### src/rtl/utx_pkg.sv
package utx_pkg;
  localparam int DATA_W  = 8;
  localparam int FRAME_W = DATA_W + 4;            // start + data + parity + two stops
  localparam int LEN_W   = $clog2(FRAME_W + 1);

  typedef enum logic [1:0] {
    PAR_NONE = 2'b00,
    PAR_ZERO = 2'b01,
    PAR_ODD  = 2'b10,
    PAR_EVEN = 2'b11
  } par_e;

  // field order matches control byte bit positions 7..0
  typedef struct packed {
    logic pwr;
    logic txe;
    logic rx_unused;
    logic lsb_first;
    par_e par;
    logic eight;
    logic two_stop;
  } ctrl_t;
endpackage

### src/rtl/utx_baud.sv
module utx_baud #(
  parameter int DIV_W   = 16,
  parameter int MIN_DIV = 4
) (
  input  logic             clk,
  input  logic             rst_n,
  input  logic             clear_i,
  input  logic             restart_i,
  input  logic             run_i,
  input  logic [DIV_W-1:0] div_i,
  output logic             tick_o
);
  localparam int CNT_W = DIV_W + 1;

  logic [DIV_W-1:0] eff_div;
  logic [CNT_W-1:0] limit;
  logic [CNT_W-1:0] cnt;

  always_comb begin
    eff_div = (div_i < DIV_W'(MIN_DIV)) ? DIV_W'(MIN_DIV) : div_i;
    limit   = {eff_div, 1'b0} - CNT_W'(1);
  end

  assign tick_o = run_i && (cnt == limit);

  always_ff @(posedge clk or negedge rst_n) begin
    if (!rst_n) begin
      cnt <= '0;
    end else if (clear_i || restart_i) begin
      cnt <= '0;
    end else if (run_i) begin
      cnt <= tick_o ? '0 : cnt + CNT_W'(1);
    end
  end
endmodule

### src/rtl/utx_framer.sv
module utx_framer
  import utx_pkg::*;
(
  input  logic [DATA_W-1:0]  data_i,
  input  ctrl_t              cfg_i,
  output logic [FRAME_W-1:0] frame_o,
  output logic [LEN_W-1:0]   len_o
);
  logic [DATA_W-1:0] masked;
  logic [DATA_W-1:0] ordered;
  logic              par_bit;
  int                nbits;

  for (genvar i = 0; i < DATA_W; i++) begin : g_bit
    if (i == DATA_W - 1) begin : g_top
      assign masked[i]  = data_i[i] & cfg_i.eight;
      assign ordered[i] = cfg_i.lsb_first ? masked[i]
                        : (cfg_i.eight ? masked[0] : 1'b0);
    end else begin : g_low
      assign masked[i]  = data_i[i];
      assign ordered[i] = cfg_i.lsb_first ? masked[i]
                        : (cfg_i.eight ? masked[DATA_W-1-i] : masked[DATA_W-2-i]);
    end
  end

  always_comb begin
    case (cfg_i.par)
      PAR_ZERO: par_bit = 1'b0;
      PAR_ODD:  par_bit = ~(^masked);
      PAR_EVEN: par_bit = ^masked;
      default:  par_bit = 1'b1;
    endcase
  end

  always_comb begin
    nbits   = cfg_i.eight ? DATA_W : DATA_W - 1;
    frame_o = '1;
    frame_o[0] = 1'b0;
    for (int i = 0; i < DATA_W; i++) begin
      if (i < nbits) frame_o[1+i] = ordered[i];
    end
    for (int j = 1; j < FRAME_W; j++) begin
      if ((j == 1 + nbits) && (cfg_i.par != PAR_NONE)) frame_o[j] = par_bit;
    end
    len_o = LEN_W'(2 + nbits) + LEN_W'(cfg_i.par != PAR_NONE) + LEN_W'(cfg_i.two_stop);
  end
endmodule

### src/rtl/utx_shifter.sv
module utx_shifter
  import utx_pkg::*;
(
  input  logic               clk,
  input  logic               rst_n,
  input  logic               clear_i,
  input  logic               load_i,
  input  logic [FRAME_W-1:0] frame_i,
  input  logic [LEN_W-1:0]   len_i,
  input  logic               tick_i,
  output logic               txd_o,
  output logic               active_o,
  output logic               free_o,
  output logic               done_o
);
  logic [FRAME_W-1:0] sr;
  logic [LEN_W-1:0]   left;
  logic               last;

  assign last     = active_o && tick_i && (left == LEN_W'(1));
  assign free_o   = !active_o || last;
  assign txd_o    = active_o ? sr[0] : 1'b1;

  always_ff @(posedge clk or negedge rst_n) begin
    if (!rst_n) begin
      sr       <= '1;
      left     <= '0;
      active_o <= 1'b0;
      done_o   <= 1'b0;
    end else if (clear_i) begin
      sr       <= '1;
      left     <= '0;
      active_o <= 1'b0;
      done_o   <= 1'b0;
    end else begin
      done_o <= last;
      if (load_i) begin
        sr       <= frame_i;
        left     <= len_i;
        active_o <= 1'b1;
      end else if (active_o && tick_i) begin
        sr   <= {1'b1, sr[FRAME_W-1:1]};
        left <= left - LEN_W'(1);
        if (left == LEN_W'(1)) active_o <= 1'b0;
      end
    end
  end
endmodule

### src/rtl/uart_frame_tx.sv
module uart_frame_tx
  import utx_pkg::*;
#(
  parameter int DIV_W   = 16,
  parameter int MIN_DIV = 4
) (
  input  logic              clk,
  input  logic              rst_n,
  input  logic [7:0]        ctrl_i,
  input  logic [DIV_W-1:0]  divisor_i,
  input  logic [DATA_W-1:0] tx_data_i,
  input  logic              tx_valid_i,
  output logic              tx_ready_o,
  output logic              busy_o,
  output logic              done_irq_o,
  output logic              txd_o
);
  ctrl_t              cfg;
  logic               clear;
  logic               accept;
  logic               load;
  logic               hold_full;
  logic [DATA_W-1:0]  hold_data;
  logic [FRAME_W-1:0] frame;
  logic [LEN_W-1:0]   len;
  logic               tick;
  logic               active;
  logic               free;

  assign cfg        = ctrl_t'(ctrl_i);
  assign clear      = !cfg.pwr;
  assign tx_ready_o = cfg.pwr && cfg.txe && !hold_full;
  assign accept     = tx_valid_i && tx_ready_o;
  assign load       = hold_full && free && cfg.pwr;
  assign busy_o     = hold_full || active;

  always_ff @(posedge clk or negedge rst_n) begin
    if (!rst_n) begin
      hold_full <= 1'b0;
      hold_data <= '0;
    end else if (clear) begin
      hold_full <= 1'b0;
    end else if (accept) begin
      hold_full <= 1'b1;
      hold_data <= tx_data_i;
    end else if (load) begin
      hold_full <= 1'b0;
    end
  end

  utx_framer u_framer (
    .data_i  (hold_data),
    .cfg_i   (cfg),
    .frame_o (frame),
    .len_o   (len)
  );

  utx_baud #(.DIV_W(DIV_W), .MIN_DIV(MIN_DIV)) u_baud (
    .clk       (clk),
    .rst_n     (rst_n),
    .clear_i   (clear),
    .restart_i (load),
    .run_i     (active),
    .div_i     (divisor_i),
    .tick_o    (tick)
  );

  utx_shifter u_shift (
    .clk      (clk),
    .rst_n    (rst_n),
    .clear_i  (clear),
    .load_i   (load),
    .frame_i  (frame),
    .len_i    (len),
    .tick_i   (tick),
    .txd_o    (txd_o),
    .active_o (active),
    .free_o   (free),
    .done_o   (done_irq_o)
  );
endmodule

### config.mk
export PLATFORM = sky130hd
export DESIGN_NAME = uart_frame_tx
export DESIGN_NICKNAME = d
export VERILOG_FILES = /design/src/rtl/utx_pkg.sv /design/src/rtl/utx_baud.sv /design/src/rtl/utx_framer.sv /design/src/rtl/utx_shifter.sv /design/src/rtl/uart_frame_tx.sv
export SDC_FILE = /design/constraint.sdc
export NUM_CORES = 1
export LEC_CHECK = 0
export ABC_CLOCK_PERIOD_IN_PS = 2500
export BUFFER_PORTS_ARGS = -buffer_cell sky130_fd_sc_hd__buf_2
export CAP_MARGIN = 20
export CORE_MARGIN = 4
export CORE_UTILIZATION = 53
export DETAILED_ROUTE_END_ITERATION = 6
export PLACE_DENSITY = 0.77
export SLEW_MARGIN = 20
export SYNTH_ARGS = -nofsm -noshare
export SYNTH_HDL_FRONTEND = slang
export SYNTH_SLANG_ARGS = --single-unit
export TNS_END_PERCENT = 50
### constraint.sdc
create_clock -name clk -period 2.5 [get_ports clk]
set_clock_uncertainty 0.15 [all_clocks]
set_input_delay 0.5 -clock clk [delete_from_list [all_inputs] [get_ports clk]]
set_output_delay 0.5 -clock clk [all_outputs]
set_load 0.05 [all_outputs]
# Word-level counts from Yosys, hierarchy flattened
# Index checks and enable logic that the tools add are counted.
totals:
  inputBits: 35
  ff_bits: 44
  wordCells: 130
op_classes:
  muxes: 56
  n_bitwise: 2
  eq_ne: 19
  n_addsub: 7
  reduce_logical: 30
  n_lt_le_gt_ge: 9
op_table:
  columns: ["op", "count"]
  rows:
  - ["$eq 4x32->1 const A", 4]
  - ["$eq 5x32->1 const A", 4]
  - ["$lt 4x32->1 const A", 4]
  - ["$eq 3x32->1 const A", 2]
  - ["$lt 3x32->1 const A", 2]
  - ["$mux 17", 3]
  - ["$mux 1", 44]
  - ["$mux 12", 3]
  - ["$add 2x32->32 const A", 1]
  - ["$eq 2x32->1 const A", 1]
  - ["$lt 1x32->1 const A", 1]
  - ["$lt 2x32->1 const A", 1]
  - ["$logic_and 1x1->1", 19]
  - ["$add 17x1->17 const B", 1]
  - ["$eq 17x17->1", 1]
  - ["$sub 17x1->17 const B", 1]
  - ["$lt 16x3->1 const B", 1]
  - ["$mux 16", 1]
  - ["$mux 4", 4]
  - ["$ne 3x1->1 const B", 3]
  - ["$add 4x1->4", 2]
  - ["$reduce_xor 8->1", 1]
  - ["$add 3x4->4 const A", 1]
  - ["$eq 2x2->1 const B", 2]
  - ["other kinds (10)", 16]

# Logic depth before layout (Yosys ltp)
# Gate-level depths: netlist (run 1).
logic_depth:
  word_depth: 13
  mapped_depth: 15

# Cells and area by module
# From an unflattened synthesis (run 1), not the netlist that was laid out.
hier_totals:
  cells_unflattened: 384
  area_unflattened_um2: 3430.8
modules_own_cells:
  columns: ["module", "cells_per_inst", "area_each_um2", "n_inst"]
  rows:
  - ["utx_baud", 207, 1706.6, 1]
  - ["utx_shifter", 101, 973.4, 1]
  - ["uart_frame_tx", 26, 382.9, 1]
  - ["utx_framer", 50, 367.9, 1]

# Worst setup path after synthesis (run 1)
# OpenSTA, ideal clock, no wires.
synth_path:
  path_type: "input-to-reg"
  from: "in divisor_i[9]"
  to: "reg u_shift.left[2]"
  cell_stages: 14
  setup_slack_ns: -1.462
  setup_ns: 0.111
  t_required_ns: 2.239
  path_buffers: 2
  t_arrival_ns: 3.700
  cell_sequence: "clkbuf_1 > nor4_4 > nand4_1 > o21ai_0 > ha_1 > nor2b_1 > a31oi_1 > a211o_1 > o211ai_1 > and3_1 > clkbuf_1 > a31oi_4 > or3b_1 > a2111oi_2"
synth_via:
  elab_chain_len: 12
synth_rtl:
  columns: ["item", "line", "rtl"]
  rows:
  - ["start, declared", "uart_frame_tx.sv:10", "input logic [DIV_W-1:0] divisor_i,"]
  - ["$lt 16x3->1", "utx_baud.sv:20", "eff_div = (div_i < DIV_W'(MIN_DIV)) ? DIV_W'(MIN_DIV) : div_i;"]
  - ["$mux 16 *", "utx_baud.sv:20", null]
  - ["$sub 17x1->17 *", "utx_baud.sv:21", "limit = {eff_div, 1'b0} - CNT_W'(1);"]
  - ["$eq 17x17->1 *", "utx_baud.sv:24", "assign tick_o = run_i && (cnt == limit);"]
  - ["$logic_and 1x1->1 *", "utx_baud.sv:24", null]
  - ["$logic_and 1x1->1 *", "utx_shifter.sv:20, utx_shifter.sv:41", null]
  - ["$logic_and 1x1->1", "utx_shifter.sv:20", "assign last = active_o && tick_i && (left == LEN_W'(1));"]
  - ["$logic_or 1x1->1", "utx_shifter.sv:21", "assign free_o = !active_o || last;"]
  - ["$logic_and 1x1->1 (2 in a row)", "uart_frame_tx.sv:34", "assign load = hold_full && free && cfg.pwr;"]
  - ["$mux 4", "utx_shifter.sv:37", "if (load_i) begin"]
  - ["$mux 4", "utx_shifter.sv:30", "end else if (clear_i) begin"]
  - ["end signal, assigned", "utx_shifter.sv:39", "left <= len_i;"]
  - ["end signal, assigned", "utx_shifter.sv:43", "left <= left - LEN_W'(1);"]
  - ["end, declared", "utx_shifter.sv:17", "logic [LEN_W-1:0] left;"]
# Mark *: on every way between the ends. The rest lies on a longest branch, timed or not.
# A chain may end at the register's enable or synchronous reset.

# Final worst setup path (run 1)
layout_path:
  from: "in divisor_i[11]"
  to: "reg u_shift.sr[8]"
layout_via:
  elab_chain_len: 12
layout_rtl:
  columns: ["item", "line", "rtl"]
  rows:
  - ["$lt 16x3->1", "utx_baud.sv:20", null]
  - ["$mux 16 *", "utx_baud.sv:20", null]
  - ["$sub 17x1->17 *", "utx_baud.sv:21", null]
  - ["$eq 17x17->1 *", "utx_baud.sv:24", null]
  - ["$logic_and 1x1->1 *", "utx_baud.sv:24", null]
  - ["$logic_and 1x1->1 *", "utx_shifter.sv:20, utx_shifter.sv:41", null]
  - ["$logic_and 1x1->1", "utx_shifter.sv:20", null]
  - ["$logic_or 1x1->1", "utx_shifter.sv:21", null]
  - ["$logic_and 1x1->1 (2 in a row)", "uart_frame_tx.sv:34", null]
  - ["$mux 12", "utx_shifter.sv:37", null]
  - ["$mux 12", "utx_shifter.sv:30", null]
  - ["end signal, assigned", "utx_shifter.sv:38", "sr <= frame_i;"]
  - ["end signal, assigned", "utx_shifter.sv:42", "sr <= {1'b1, sr[FRAME_W-1:1]};"]
  - ["end, declared", "utx_shifter.sv:16", "logic [FRAME_W-1:0] sr;"]
# Marked as above.

==> impl_metrics.env, run 1 <==
export IMPL_outcome="finished with violations"
export IMPL_violations_in_the_final_reports="negative setup slack"
export IMPL_vias=3049
export IMPL_drt_total_wl_mm=8.703
export IMPL_netlist_instances=345
export IMPL_clockRootBuffer="sky130_fd_sc_hd__clkbuf_8"
export IMPL_design_power_total_uw=1943
export IMPL_pwr_share_seq_pct=42.3
export IMPL_drt_pass1_iter_count=5
export IMPL_grt_max_degree=43
export IMPL_cts_reportedPaths_clkPinSlew_ns=0.09
export IMPL_period_minus_slack_ns=3.228
export IMPL_final_hold_viol_count=0
export IMPL_timing_final_ws_setup_ns=-0.7278
export IMPL_n_antenna_cell=0
export IMPL_worst_endpoint_required_ns=2.59
export IMPL_grt_overflow=0
export IMPL_synth_distinct_cells=57
export IMPL_cts_htree_levels=2
export IMPL_global_placer_s_final_weighted_congestion=0.8980
export IMPL_grt_antenna_before_repair=0
export IMPL_post_drt_via_cell_ratio=5.978
export IMPL_place_detailed_instances=493
export IMPL_dr_wl_met3_um=513
export IMPL_die_footprint_mm2=0.007135
export IMPL_clk_path_buf_depth=2
export IMPL_async_reset_ff_share_pct=100.0
export IMPL_post_route_cells_drive_above_1_share_pct=40.41
export IMPL_synth_edff_count=0
export IMPL_mapped_area_mm2=0.003099
export IMPL_nature_of_the_critical_path_startpoint="input port"
export IMPL_drt_initial_drc_count=182
export IMPL_finalCoreUtilization_pct=74.64
export IMPL_ys_warn_count=0
export IMPL_max_cap_viols=0
export IMPL_pwr_share_comb_pct=29.9
export IMPL_timing_final_setup_violations=34
export IMPL_area_growth_synth_to_final_pct=34.23
export IMPL_worst_endpoint_arrival_ns=3.32
export IMPL_detail_route_drc_violations=0
export IMPL_cts_buffers=5
export IMPL_grt_total_usage_pct=24.39
export IMPL_timing_reg2reg_setup_slack_ns=-0.33
export IMPL_rsz0062_at_grt="yes"
export IMPL_final_max_slew_viols=0
export IMPL_powerDensity_mw_per_mm2=467.1
export IMPL_place_worst_setup_slack_ns=-1.124
export IMPL_r2r_endpoint="u_shift.sr[8]$_DFFE_PN1P_"
export IMPL_syn_nets=386
export IMPL_initial_utilization_pct=55.60
export IMPL_end_kind="register"
export IMPL_hold_path_class="in2async"
export IMPL_total_switching_power_uw=604.9
export IMPL_post_synth_cell_area_avg_um2=8.983
export IMPL_final_net_count=478
export IMPL_die_height_um=84.47
export IMPL_tritoncts="done"
export IMPL_tightestPinTransition_ns=0.4597
export IMPL_postRouteAntennaNets=0
export IMPL_criticalPathCategory="in2reg"
export IMPL_critical_path_reg2reg_startpoint="u_baud.cnt[8]$_DFFE_PN0P_"
export IMPL_clock_insertion_delay_worst_skew_ns=0.30
export IMPL_core_area_mm2=0.005574
export IMPL_io_pins=39
export IMPL_grt_first_pass_wirelength_mm=14.11
export IMPL_top_layer_used="met4"
export IMPL_dr_wl_met2_mm=4.208
export IMPL_period_utilisation_layout_pct=129.1
export IMPL_synth_ff_latch_count=42
export IMPL_routedLengthMet1_mm=3.716
export IMPL_hpwlAfterDp_mm=6.204
export IMPL_worst_r2r_cell_count=10
export IMPL_internal_power_uw=1339
export IMPL_p_sw_share_pct=31.12
export IMPL_average_wire_per_standard_cell_um=17.06
export IMPL_grt_pass1_vias=3056
export IMPL_max_slew_margin_rel_pct=69.07
export IMPL_leakage_uw=0.001784
export IMPL_crit_path_max_fanout=6
export IMPL_power_clock_fraction_pct=27.8
export IMPL_nFillCells=385
export IMPL_rows=27
export IMPL_ys_dominant_reg_cell="sky130_fd_sc_hd__dfrtp_1"
export IMPL_die_width_um=84.47
export IMPL_stdcell_count=510
export IMPL_synth_seq_area_share_pct=34.32
export IMPL_clock_sinks=42
export IMPL_max_freq_mhz=309.8
export IMPL_vdd_ir_drop_max_mv=0.4258
export IMPL_portBuffers=37
synthesized netlist by cell type, types with 2 or more instances:
master                     number  area [µm²]
sky130_fd_sc_hd__o211ai_1       6       45.04
sky130_fd_sc_hd__nand3_1       22       110.1
sky130_fd_sc_hd__nor3b_1        3       22.52
sky130_fd_sc_hd__mux2_2        14       157.7
sky130_fd_sc_hd__nor3_1        10       50.05
sky130_fd_sc_hd__dfstp_2       10       262.8
sky130_fd_sc_hd__and3_1         4       25.02
sky130_fd_sc_hd__nand2b_1       3       18.77
sky130_fd_sc_hd__a22oi_1        8       60.06
sky130_fd_sc_hd__ha_1           5       62.56
sky130_fd_sc_hd__nor2_1        30       112.6
sky130_fd_sc_hd__a31oi_1        4       25.02
sky130_fd_sc_hd__or3_1          2       12.51
sky130_fd_sc_hd__and4_1         5       43.79
sky130_fd_sc_hd__a21oi_1        9       45.04
sky130_fd_sc_hd__a211oi_1       4       30.03
sky130_fd_sc_hd__mux2i_1       10       100.1
sky130_fd_sc_hd__a31o_2         2       17.52
sky130_fd_sc_hd__xor2_1        19       166.4
sky130_fd_sc_hd__clkbuf_1      14       52.55
sky130_fd_sc_hd__xnor2_1       23       201.4
sky130_fd_sc_hd__nor4_1         4       25.02
sky130_fd_sc_hd__dfrtp_1       32       800.8
sky130_fd_sc_hd__o21ai_0       12       60.06
sky130_fd_sc_hd__or2_2          2       12.51
sky130_fd_sc_hd__a21o_1         8       60.06
sky130_fd_sc_hd__o31ai_1        2       15.01
sky130_fd_sc_hd__o22ai_1        2       12.51
sky130_fd_sc_hd__nor2b_1        2       12.51
sky130_fd_sc_hd__inv_1         13       48.80
sky130_fd_sc_hd__buf_1          2       7.510
sky130_fd_sc_hd__nand4_1       11       68.82
sky130_fd_sc_hd__nand2_1       24       90.09
kinds of logic after synthesis:
kind of cell               Yosys count  share of synthesized area [%]
and+or+nand+nor                    131                          22.65
AOI/OAI and AO/OA                   68                          15.91
xor gates and xnor gates            42                          11.87
DFF                                 42                          34.32
buffers and inverters               32                          4.279
muxes                               24                          8.317
adders and majority gates            6                          2.665
cells in the final DEF, fill, tap and decap left out, types with 3 or more instances in the layout:
| cell type | netlist | final |
|---|---|---|
| sky130_fd_sc_hd__o21ai_0 | 12 | 6 |
| sky130_fd_sc_hd__nor4_1 | 4 | 4 |
| sky130_fd_sc_hd__a31oi_1 | 4 | 3 |
| sky130_fd_sc_hd__a21o_1 | 8 | 8 |
| sky130_fd_sc_hd__and4_1 | 5 | 4 |
| sky130_fd_sc_hd__nand2b_1 | 3 | 3 |
| sky130_fd_sc_hd__buf_2 | 1 | 35 |
| sky130_fd_sc_hd__nor3_1 | 10 | 8 |
| sky130_fd_sc_hd__o21ai_1 | 0 | 3 |
| sky130_fd_sc_hd__mux2_2 | 14 | 13 |
| sky130_fd_sc_hd__inv_1 | 13 | 13 |
| sky130_fd_sc_hd__nor2_1 | 30 | 28 |
| sky130_fd_sc_hd__a21oi_1 | 9 | 6 |
| sky130_fd_sc_hd__ha_1 | 5 | 4 |
| sky130_fd_sc_hd__nand3_1 | 22 | 21 |
| sky130_fd_sc_hd__nand2_1 | 24 | 24 |
| sky130_fd_sc_hd__buf_4 | 1 | 61 |
| sky130_fd_sc_hd__mux2i_1 | 10 | 10 |
| sky130_fd_sc_hd__dfrtp_1 | 32 | 32 |
| sky130_fd_sc_hd__dfstp_2 | 10 | 10 |
| sky130_fd_sc_hd__nor3b_1 | 3 | 3 |
| sky130_fd_sc_hd__nand4_1 | 11 | 11 |
| sky130_fd_sc_hd__clkbuf_8 | 0 | 5 |
| sky130_fd_sc_hd__buf_6 | 1 | 4 |
| sky130_fd_sc_hd__a22oi_2 | 1 | 8 |
| sky130_fd_sc_hd__a211oi_2 | 0 | 3 |
| sky130_fd_sc_hd__xnor2_1 | 23 | 23 |
| sky130_fd_sc_hd__xor2_1 | 19 | 19 |
| sky130_fd_sc_hd__o211ai_1 | 6 | 6 |
flip-flops by register name, indices dropped and copies added, names as in the netlist:
name / count
hold_data: 8
hold_full: 1
u_baud.cnt: 17
u_shift.active_o: 1
u_shift.done_o: 1
u_shift.left: 4
u_shift.sr: 10
worst max path at each step:
stage,from,depth (start not counted),slack [ns],to
after floorplan,divisor_i[3],14,-1.11,u_shift.left[2]$_DFFE_PN0P_
after global routing,divisor_i[11],15,-0.83,u_shift.sr[8]$_DFFE_PN1P_
after detailed placement,divisor_i[15],13,-1.12,u_baud.cnt[0]$_DFFE_PN0P_
after CTS,divisor_i[12],13,-0.63,u_shift.left[2]$_DFFE_PN0P_
final,divisor_i[11],15,-0.73,u_shift.sr[8]$_DFFE_PN1P_
after global placement,divisor_i[9],9,-1.0,u_shift.sr[8]$_DFFE_PN1P_
layout make-up:
class                      count  area [µm²]  share of cell area (%)
tap                           72       90.09                   2.165
clock inverter                 2       37.54                  0.9023
inverter                      13       48.80                   1.173
sequential                    42        1064                   25.56
clock buffer                   6       72.57                   1.744
timing repair buffer         104       748.2                   17.98
multi-input combinational    271        2100                   50.47
through the flow:
step / area [µm²] / setup TNS (ns) / hold slack (ns)
6_report: 4160 / -19.39 / 0.008574
5_1_grt: 4160 / -23.37 / 0.01331
4_1_cts: 4108 / -17.81 / 0.01715
3_5_place_dp: 3831 / -31.16 / 0.3357
3_3_place_gp: 3831 / -27.21 / 0.3120
2_1_floorplan: 3246 / -23.68 / 0.05441
timing repair:
action | 4_1_cts | 5_1_grt
gates cloned | 1 | 0
hold buffers | 0 | 0
buffers inserted | 7 | 3
pin swaps | 3 | 13
gates resized for setup | 27 | 11
setup endpoints to repair | 34 | 34
power groups by stage:
stage                     logic (µW)  clock network [µW]  registers [µW]
after global placement           518                   0             825
after floorplan                  380                   0             812
after detailed placement         541                   0             832
after CTS                        566                 548             819
after global routing             632                 589             830
final                            580                 541             822
layer usage:
| layer | up-vias | global-route usage, % |
|---|---|---|
| li1 | 1432 | - |
| met1 | 1472 | 30.42 |
| met2 | 119 | 42.11 |
| met3 | 26 | 4.024 |
| met4 | 0 | 9.640 |
| met5 | - | 0 |
critical path: stages:
cell,delay [ns]
sky130_fd_sc_hd__buf_8,0.10
sky130_fd_sc_hd__nor4_4,0.27
sky130_fd_sc_hd__nand4_1,0.17
sky130_fd_sc_hd__o21ai_1,0.17
sky130_fd_sc_hd__ha_2,0.23
sky130_fd_sc_hd__nand3_1,0.11
sky130_fd_sc_hd__a211oi_2,0.24
sky130_fd_sc_hd__o21ai_2,0.11
sky130_fd_sc_hd__a22oi_2,0.22
sky130_fd_sc_hd__buf_4,0.15
sky130_fd_sc_hd__nand4_1,0.17
sky130_fd_sc_hd__o31ai_4,0.37
sky130_fd_sc_hd__buf_6,0.20
sky130_fd_sc_hd__o211ai_1,0.11
sky130_fd_sc_hd__a22o_1,0.19
Note: power is estimated with default switching activity, not from simulation.
==> run 2: changes to the inputs <==
CTS_CLUSTER_DIAMETER = 120   (was default)
GPL_ROUTABILITY_DRIVEN = 0   (was default)
SETUP_SLACK_MARGIN = 0.2   (was default)
==> run 2 against run 1 <==
  * The run still ends with negative setup slack left
  * Core utilization grew 1.3 points
  * Sequential share of layout area shrank 0.42 points
  * Sequential cell count is the same
  * Total power grew 8.3%
  * Sequential power grew 0.5%
  * Die area is the same
  * Clock power grew 25%
  * Combinational power grew 4.0%
  * Cell area grew 1.7%
  * Cell count is the same
  * Critical endpoint is now u_shift.left[1]$_DFFE_PN0P_
  * Highest routed layer unchanged
==> impl_metrics.env, run 2 (same netlist as run 1, synthesis figures left out) <==
export IMPL_powerDensity_mw_per_mm2=497.7
export IMPL_worst_endpoint_required_ns=2.59
export IMPL_io_pins=39
export IMPL_worst_endpoint_arrival_ns=3.38
export IMPL_setup_worst_path_start="divisor_i[9]"
export IMPL_nature_of_the_critical_path_startpoint="input port"
export IMPL_violations_in_the_final_reports="negative setup slack"
export IMPL_clock_sinks=42
export IMPL_dr_wl_met2_mm=4.815
export IMPL_worst_setup_path_endpoint="u_shift.left[1]$_DFFE_PN0P_"
export IMPL_rsz0062_at_grt="yes"
export IMPL_post_drt_via_cell_ratio=6.188
export IMPL_largest_register="u_baud.cnt"
export IMPL_timing_final_ws_setup_ns=-0.7924
export IMPL_drt_initial_drc_count=262
export IMPL_max_slew_margin_rel_pct=70.61
export IMPL_max_freq_mhz=303.7
export IMPL_core_area_mm2=0.005574
export IMPL_initial_utilization_pct=55.60
export IMPL_period_minus_slack_ns=3.292
export IMPL_grt_antenna_before_repair=0
export IMPL_timing_final_setup_violations=34
export IMPL_final_max_slew_viols=0
export IMPL_pwr_share_comb_pct=28.7
export IMPL_clk_path_buf_depth=2
export IMPL_die_footprint_mm2=0.007135
export IMPL_post_route_cells_drive_above_1_share_pct=40.87
export IMPL_pwr_share_seq_pct=39.2
export IMPL_critical_path_reg2reg_startpoint="u_baud.cnt[8]$_DFFE_PN0P_"
export IMPL_hold_path_class="in2reg"
export IMPL_criticalPathCategory="in2reg"
export IMPL_total_placed_instance_area_mm2=0.003796
export IMPL_vdd_ir_drop_max_mv=0.3992
export IMPL_routedLengthMet1_mm=3.785
export IMPL_crit_path_max_fanout=5
export IMPL_grt_total_usage_pct=25.67
export IMPL_timing_critical_path_slowest_cell_delay_ns=0.30
export IMPL_vias=3156
export IMPL_most_common_library_cell_in_the_layout_ignoring_fill_and_taps="sky130_fd_sc_hd__buf_4"
export IMPL_detail_route_drc_violations=0
export IMPL_grt_pass1_vias=3074
export IMPL_r2r_endpoint="u_shift.left[1]$_DFFE_PN0P_"
export IMPL_postRouteAntennaNets=0
export IMPL_period_utilisation_layout_pct=131.7
export IMPL_final_net_count=478
export IMPL_power_clock_fraction_pct=32.1
export IMPL_worst_r2r_cell_count=9
export IMPL_finalCoreUtilization_pct=75.89
export IMPL_drt_total_wl_mm=9.627
export IMPL_outcome="finished with violations"
export IMPL_dr_wl_met3_um=664
export IMPL_max_cap_viols=0
export IMPL_internal_power_uw=1472
export IMPL_timing_reg2reg_setup_slack_ns=-0.24
export IMPL_total_switching_power_uw=633.0
export IMPL_leakage_uw=0.001809
export IMPL_cts_reportedPaths_clkPinSlew_ns=0.09
export IMPL_grt_max_degree=19
export IMPL_layout_common_cells="57 x sky130_fd_sc_hd__buf_4, 35 x sky130_fd_sc_hd__buf_2, 32 x sky130_fd_sc_hd__dfrtp_1"
export IMPL_rows=27
export IMPL_final_hold_viol_count=0
export IMPL_p_sw_share_pct=30.07
export IMPL_timing_hold_worst_start="tx_data_i[0]"
export IMPL_cts_htree_levels=2
export IMPL_layout_top_registers="u_baud.cnt: 17 flops, u_shift.sr: 10 flops, hold_data: 8 flops"
export IMPL_die_height_um=84.47
export IMPL_tightestPinTransition_ns=0.4369
export IMPL_top_layer_used="met4"
export IMPL_clock_insertion_delay_worst_skew_ns=0.31
export IMPL_hold_ws_ns=0.2730
export IMPL_portBuffers=37
export IMPL_critical_path_cell_chain="buf_8 -> nor4_4 -> nand4_1 -> o21ai_1 -> ha_2 -> nor2b_4 -> a31oi_2 -> a211o_1 -> o211ai_1 -> buf_4 -> nand3_4 -> o31ai_4 -> buf_4 -> mux2_4 -> o22ai_2"
export IMPL_grt_first_pass_wirelength_mm=14.82
export IMPL_hpwlAfterDp_mm=6.198
export IMPL_stdcell_count=510
export IMPL_number_of_flip_flops_under_the_largest_register_name=17
export IMPL_finalInstanceArea_mm2=0.004230
export IMPL_die_width_um=84.47
export IMPL_place_detailed_instances=490
export IMPL_end_kind="register"
export IMPL_tritoncts="done"
export IMPL_n_antenna_cell=0
export IMPL_drt_pass1_iter_count=5
export IMPL_grt_overflow=0
export IMPL_cts_buffers=5
export IMPL_clockRootBuffer="sky130_fd_sc_hd__clkbuf_8"
export IMPL_average_wire_per_standard_cell_um=18.88
export IMPL_critPathSlowestCell="sky130_fd_sc_hd__o31ai_4"
export IMPL_area_growth_synth_to_final_pct=36.50
export IMPL_critical_path_top_cell_by_count="sky130_fd_sc_hd__buf_4"
==> run 2: cell types whose count changed in the layout (fill, tap and decap cells not counted), sizes merged <==
cell,before,now
bufinv,1,2
buf,104,103
dlygate4sd3,0,1
clkinvlp,1,0
==> run 2: cell type report <==
type	count	area, µm²
multi-input combinational	271	2120
fill	361	1344
sequential	42	1064
timing repair buffer	104	765.7
tap	72	90.09
clock buffer	6	82.58
clock inverter	2	60.06
inverter	13	48.80
==> run 2: per-layer routing <==
layer / GRT usage [%] / vias up
met5: 0 / -
met4: 10.22 / 0
met2: 43.90 / 168
met1: 32.33 / 1520
met3: 4.220 / 42
li1: - / 1426
==> run 2: timing repair <==
item | in CTS | in global routing
gates resized for setup | 33 | 11
hold endpoints to repair | 11 | 0
endpoints found under the setup margin | 34 | 34
hold buffers | 1 | 0
pin swaps | 13 | 9
setup buffers | 6 | 4
cloned | 1 | 0
==> run 2: per-stage QoR <==
step	power, µW	TNS [ns]	worst slack (ns)
3_3_place_gp	1338	-27.74	-1.040
4_1_cts	2067	-16.49	-0.6752
5_1_grt	2205	-26.24	-0.9354
3_5_place_dp	1363	-31.94	-1.167
6_report	2105	-20.90	-0.7924
2_1_floorplan	1192	-23.68	-1.114
==> run 2: power groups by stage <==
| stage | clock network, µW | registers, µW | logic (µW) |
|---|---|---|---|
| 2_1_floorplan | 0 | 812 | 380 |
| 3_3_place_gp | 0 | 826 | 513 |
| 3_5_place_dp | 0 | 830 | 532 |
| 4_1_cts | 681 | 819 | 567 |
| 5_1_grt | 712 | 834 | 660 |
| 6_report | 676 | 826 | 603 |
==> run 2: worst min-delay path by stage <==
stage,cells after the start,end,slack (ns)
3_5_place_dp,1,u_baud.cnt[8]$_DFFE_PN0P_,0.31
5_1_grt,2,hold_data[6]$_DFFE_PN0P_,0.27
2_1_floorplan,0,hold_data[0]$_DFFE_PN0P_,0.05
4_1_cts,2,hold_data[5]$_DFFE_PN0P_,0.27
6_report,2,hold_data[0]$_DFFE_PN0P_,0.27
3_3_place_gp,1,u_baud.cnt[12]$_DFFE_PN0P_,0.30
==> run 2: worst max-delay path, delay by kind of cell <==
family                   cells  cell delay (ns)
AO/OA/AOI/OAI                6             1.13
buffers and inverters        3             0.46
multiplexers                 1             0.29
adder cells (fa/ha/maj)      1             0.25
AND/OR/NAND/NOR              4             0.75
==> run 3: changes to the inputs <==
==> constraint.sdc (replaced) <==
create_clock -name clk -period 2.5 [get_ports clk]
set_clock_uncertainty 0.15 [all_clocks]
set_input_delay 0.25 -clock clk [delete_from_list [all_inputs] [get_ports clk]]
set_output_delay 0.25 -clock clk [all_outputs]
set_load 0.05 [all_outputs]
==> run 3 against run 2 <==
  * The run still ends with negative setup slack left
  * Non-clock buffer count fell by 4
  * Global-route usage rose by 0.61 points
  * Worst setup slack improved by 0.32 ns
  * Critical path type unchanged
  * Total power fell by 7.5%
  * Count of clock-buffer cells in the layout unchanged
  * Via count down 3.9%
  * Critical endpoint is now u_shift.left[2]$_DFFE_PN0P_
==> impl_metrics.env, run 3 (same netlist as run 1, synthesis figures left out) <==
export IMPL_criticalPathCategory="in2reg"
export IMPL_hpwlAfterDp_mm=6.296
export IMPL_largest_register="u_baud.cnt"
export IMPL_final_max_slew_viols=0
export IMPL_area_used_by_multi_input_combinational_logic_mm2=0.002123
export IMPL_postRouteAntennaNets=0
export IMPL_internal_power_uw=1336
export IMPL_timing_final_setup_violations=33
export IMPL_worst_r2r_cell_count=8
export IMPL_violations_in_the_final_reports="negative setup slack"
export IMPL_end_kind="register"
export IMPL_cts_reportedPaths_clkPinSlew_ns=0.09
export IMPL_vdd_ir_drop_max_mv=0.4204
export IMPL_nFillCells=402
export IMPL_finalCoreUtilization_pct=74.61
export IMPL_grt_pass1_vias=3189
export IMPL_grt_overflow=0
export IMPL_cts_htree_levels=2
export IMPL_timing_reg2reg_setup_slack_ns=-0.25
export IMPL_max_cap_viols=0
export IMPL_drt_total_wl_mm=9.049
export IMPL_die_width_um=84.47
export IMPL_die_height_um=84.47
export IMPL_grt_antenna_before_repair=0
export IMPL_nature_of_the_critical_path_startpoint="input port"
export IMPL_clockRootBuffer="sky130_fd_sc_hd__clkbuf_8"
export IMPL_layout_common_cells="51 x sky130_fd_sc_hd__buf_4, 35 x sky130_fd_sc_hd__buf_2, 32 x sky130_fd_sc_hd__dfrtp_1"
export IMPL_post_drt_via_cell_ratio=5.994
export IMPL_average_wire_per_standard_cell_um=17.88
export IMPL_final_hold_viol_count=0
export IMPL_initial_utilization_pct=55.60
export IMPL_tightestPinTransition_ns=0.9425
export IMPL_leakage_uw=0.001778
export IMPL_min_path_cells=2
export IMPL_clock_sinks=42
export IMPL_vias=3033
export IMPL_max_slew_margin_rel_pct=37.16
export IMPL_die_footprint_mm2=0.007135
export IMPL_cts_buffers=5
export IMPL_rsz0062_at_grt="yes"
export IMPL_total_switching_power_uw=610.4
export IMPL_worst_endpoint_arrival_ns=3.03
export IMPL_period_minus_slack_ns=2.976
export IMPL_regArea_mm2=0.001064
export IMPL_io_pins=39
export IMPL_number_of_flip_flops_under_the_largest_register_name=17
export IMPL_power_clock_fraction_pct=27.8
export IMPL_p_sw_share_pct=31.36
export IMPL_clk_path_buf_depth=2
export IMPL_layout_top_registers="u_baud.cnt: 17 flops, u_shift.sr: 10 flops, hold_data: 8 flops"
export IMPL_drt_initial_drc_count=206
export IMPL_drt_pass1_iter_count=5
export IMPL_final_net_count=474
export IMPL_outcome="finished with violations"
export IMPL_pwr_share_seq_pct=42.2
export IMPL_tritoncts="done"
export IMPL_area_growth_synth_to_final_pct=34.19
export IMPL_period_utilisation_layout_pct=119.1
export IMPL_grt_max_degree=43
export IMPL_hold_path_class="in2reg"
export IMPL_crit_path_max_fanout=5
export IMPL_most_common_library_cell_in_the_layout_ignoring_fill_and_taps="sky130_fd_sc_hd__buf_4"
export IMPL_core_area_mm2=0.005574
export IMPL_worst_endpoint_required_ns=2.55
export IMPL_design_power_total_uw=1947
export IMPL_grt_first_pass_wirelength_mm=15.18
export IMPL_n_antenna_cell=0
export IMPL_grt_total_usage_pct=26.27
export IMPL_powerDensity_mw_per_mm2=468.0
export IMPL_rows=27
export IMPL_post_route_cells_drive_above_1_share_pct=39.63
export IMPL_timing_final_ws_setup_ns=-0.4765
export IMPL_final_setup_tns_ns=-11.67
export IMPL_max_freq_mhz=336.0
export IMPL_clock_insertion_delay_worst_skew_ns=0.30
export IMPL_pwr_share_comb_pct=30.0
export IMPL_portBuffers=37
export IMPL_detail_route_drc_violations=0
## run 3: cell count changes in the layout (fill, tap and decap cells not counted), moves of 2 or more
cell	previous run	this run
sky130_fd_sc_hd__buf_4	57	51
sky130_fd_sc_hd__buf_6	6	12
sky130_fd_sc_hd__buf_8	3	0
sky130_fd_sc_hd__nand2_2	2	0
sky130_fd_sc_hd__nand3_1	18	20
sky130_fd_sc_hd__nand3_2	3	1
## run 3: metrics by stage
| step | area, µm² | setup slack [ns] | cells | hold slack (ns) |
|---|---|---|---|---|
| global route | 4159 | -0.6060 | 506 | 0.02796 |
| floorplan | 3246 | -0.8642 | 345 | -0.1956 |
| finish | 4159 | -0.4765 | 506 | 0.02321 |
| detailed placement | 3781 | -0.9811 | 488 | 0.2941 |
| CTS | 4108 | -0.3672 | 504 | 0.01480 |
| global placement | 3781 | -0.7972 | 488 | 0.2873 |
## run 3: timing repair
action,4_1_cts,5_1_grt
hold endpoints to repair,32,0
gates resized for setup,33,9
hold buffers,1,0
buffers inserted,6,2
endpoints found under the setup margin,34,34
pin swaps,18,9
gates cloned,1,0
## run 3: layout make-up
| type | count | share of cell area [%] |
|---|---|---|
| Multi-Input combinational cell | 271 | 51.05 |
| Timing Repair Buffer | 100 | 17.39 |
| Sequential cell | 42 | 25.57 |
| Clock buffer | 6 | 1.745 |
| Inverter | 13 | 1.173 |
| Tap cell | 72 | 2.166 |
| Clock inverter | 2 | 0.9025 |
## run 3: power by group through the flow
stage	Sequential, µW	Clock (µW)	Combinational, µW
final	822	542	583
after global routing	832	582	642
after CTS	819	556	561
after detailed placement	832	0	531
after global placement	826	0	510
after floorplan	812	0	380
## run 3: final timing paths
path / start / end
worst min-delay path: tx_data_i[3] / hold_data[3]$_DFFE_PN0P_
max in group asynchronous: rst_n / hold_data[0]$_DFFE_PN0P_
worst max register to register: u_baud.cnt[8]$_DFFE_PN0P_ / u_shift.left[2]$_DFFE_PN0P_
min in group asynchronous: rst_n / u_baud.cnt[14]$_DFFE_PN0P_
worst max-delay path: divisor_i[12] / u_shift.left[2]$_DFFE_PN0P_
worst min register to register: u_shift.sr[9]$_DFFE_PN1P_ / u_shift.sr[9]$_DFFE_PN1P_
## run 3: critical path, cell delays in order
cell	delay, ns
sky130_fd_sc_hd__buf_6	0.10
sky130_fd_sc_hd__nor4_4	0.27
sky130_fd_sc_hd__nand4_1	0.18
sky130_fd_sc_hd__o21ai_1	0.19
sky130_fd_sc_hd__ha_2	0.24
sky130_fd_sc_hd__nand3_1	0.10
sky130_fd_sc_hd__a211oi_1	0.30
sky130_fd_sc_hd__o21ai_2	0.13
sky130_fd_sc_hd__a22oi_2	0.19
sky130_fd_sc_hd__and4_4	0.28
sky130_fd_sc_hd__a31oi_4	0.09
sky130_fd_sc_hd__or3b_4	0.40
sky130_fd_sc_hd__a2111oi_4	0.30
## run 3: routing by layer
metal | track usage (%) | wire length (µm) | vias to the layer above
met1 | 31.88 | 3617 | 1431
met3 | 5.496 | 634 | 31
li1 | - | - | 1434
met4 | 10.65 | 255 | 0
met2 | 45.41 | 4541 | 137
met5 | 0 | 0 | -
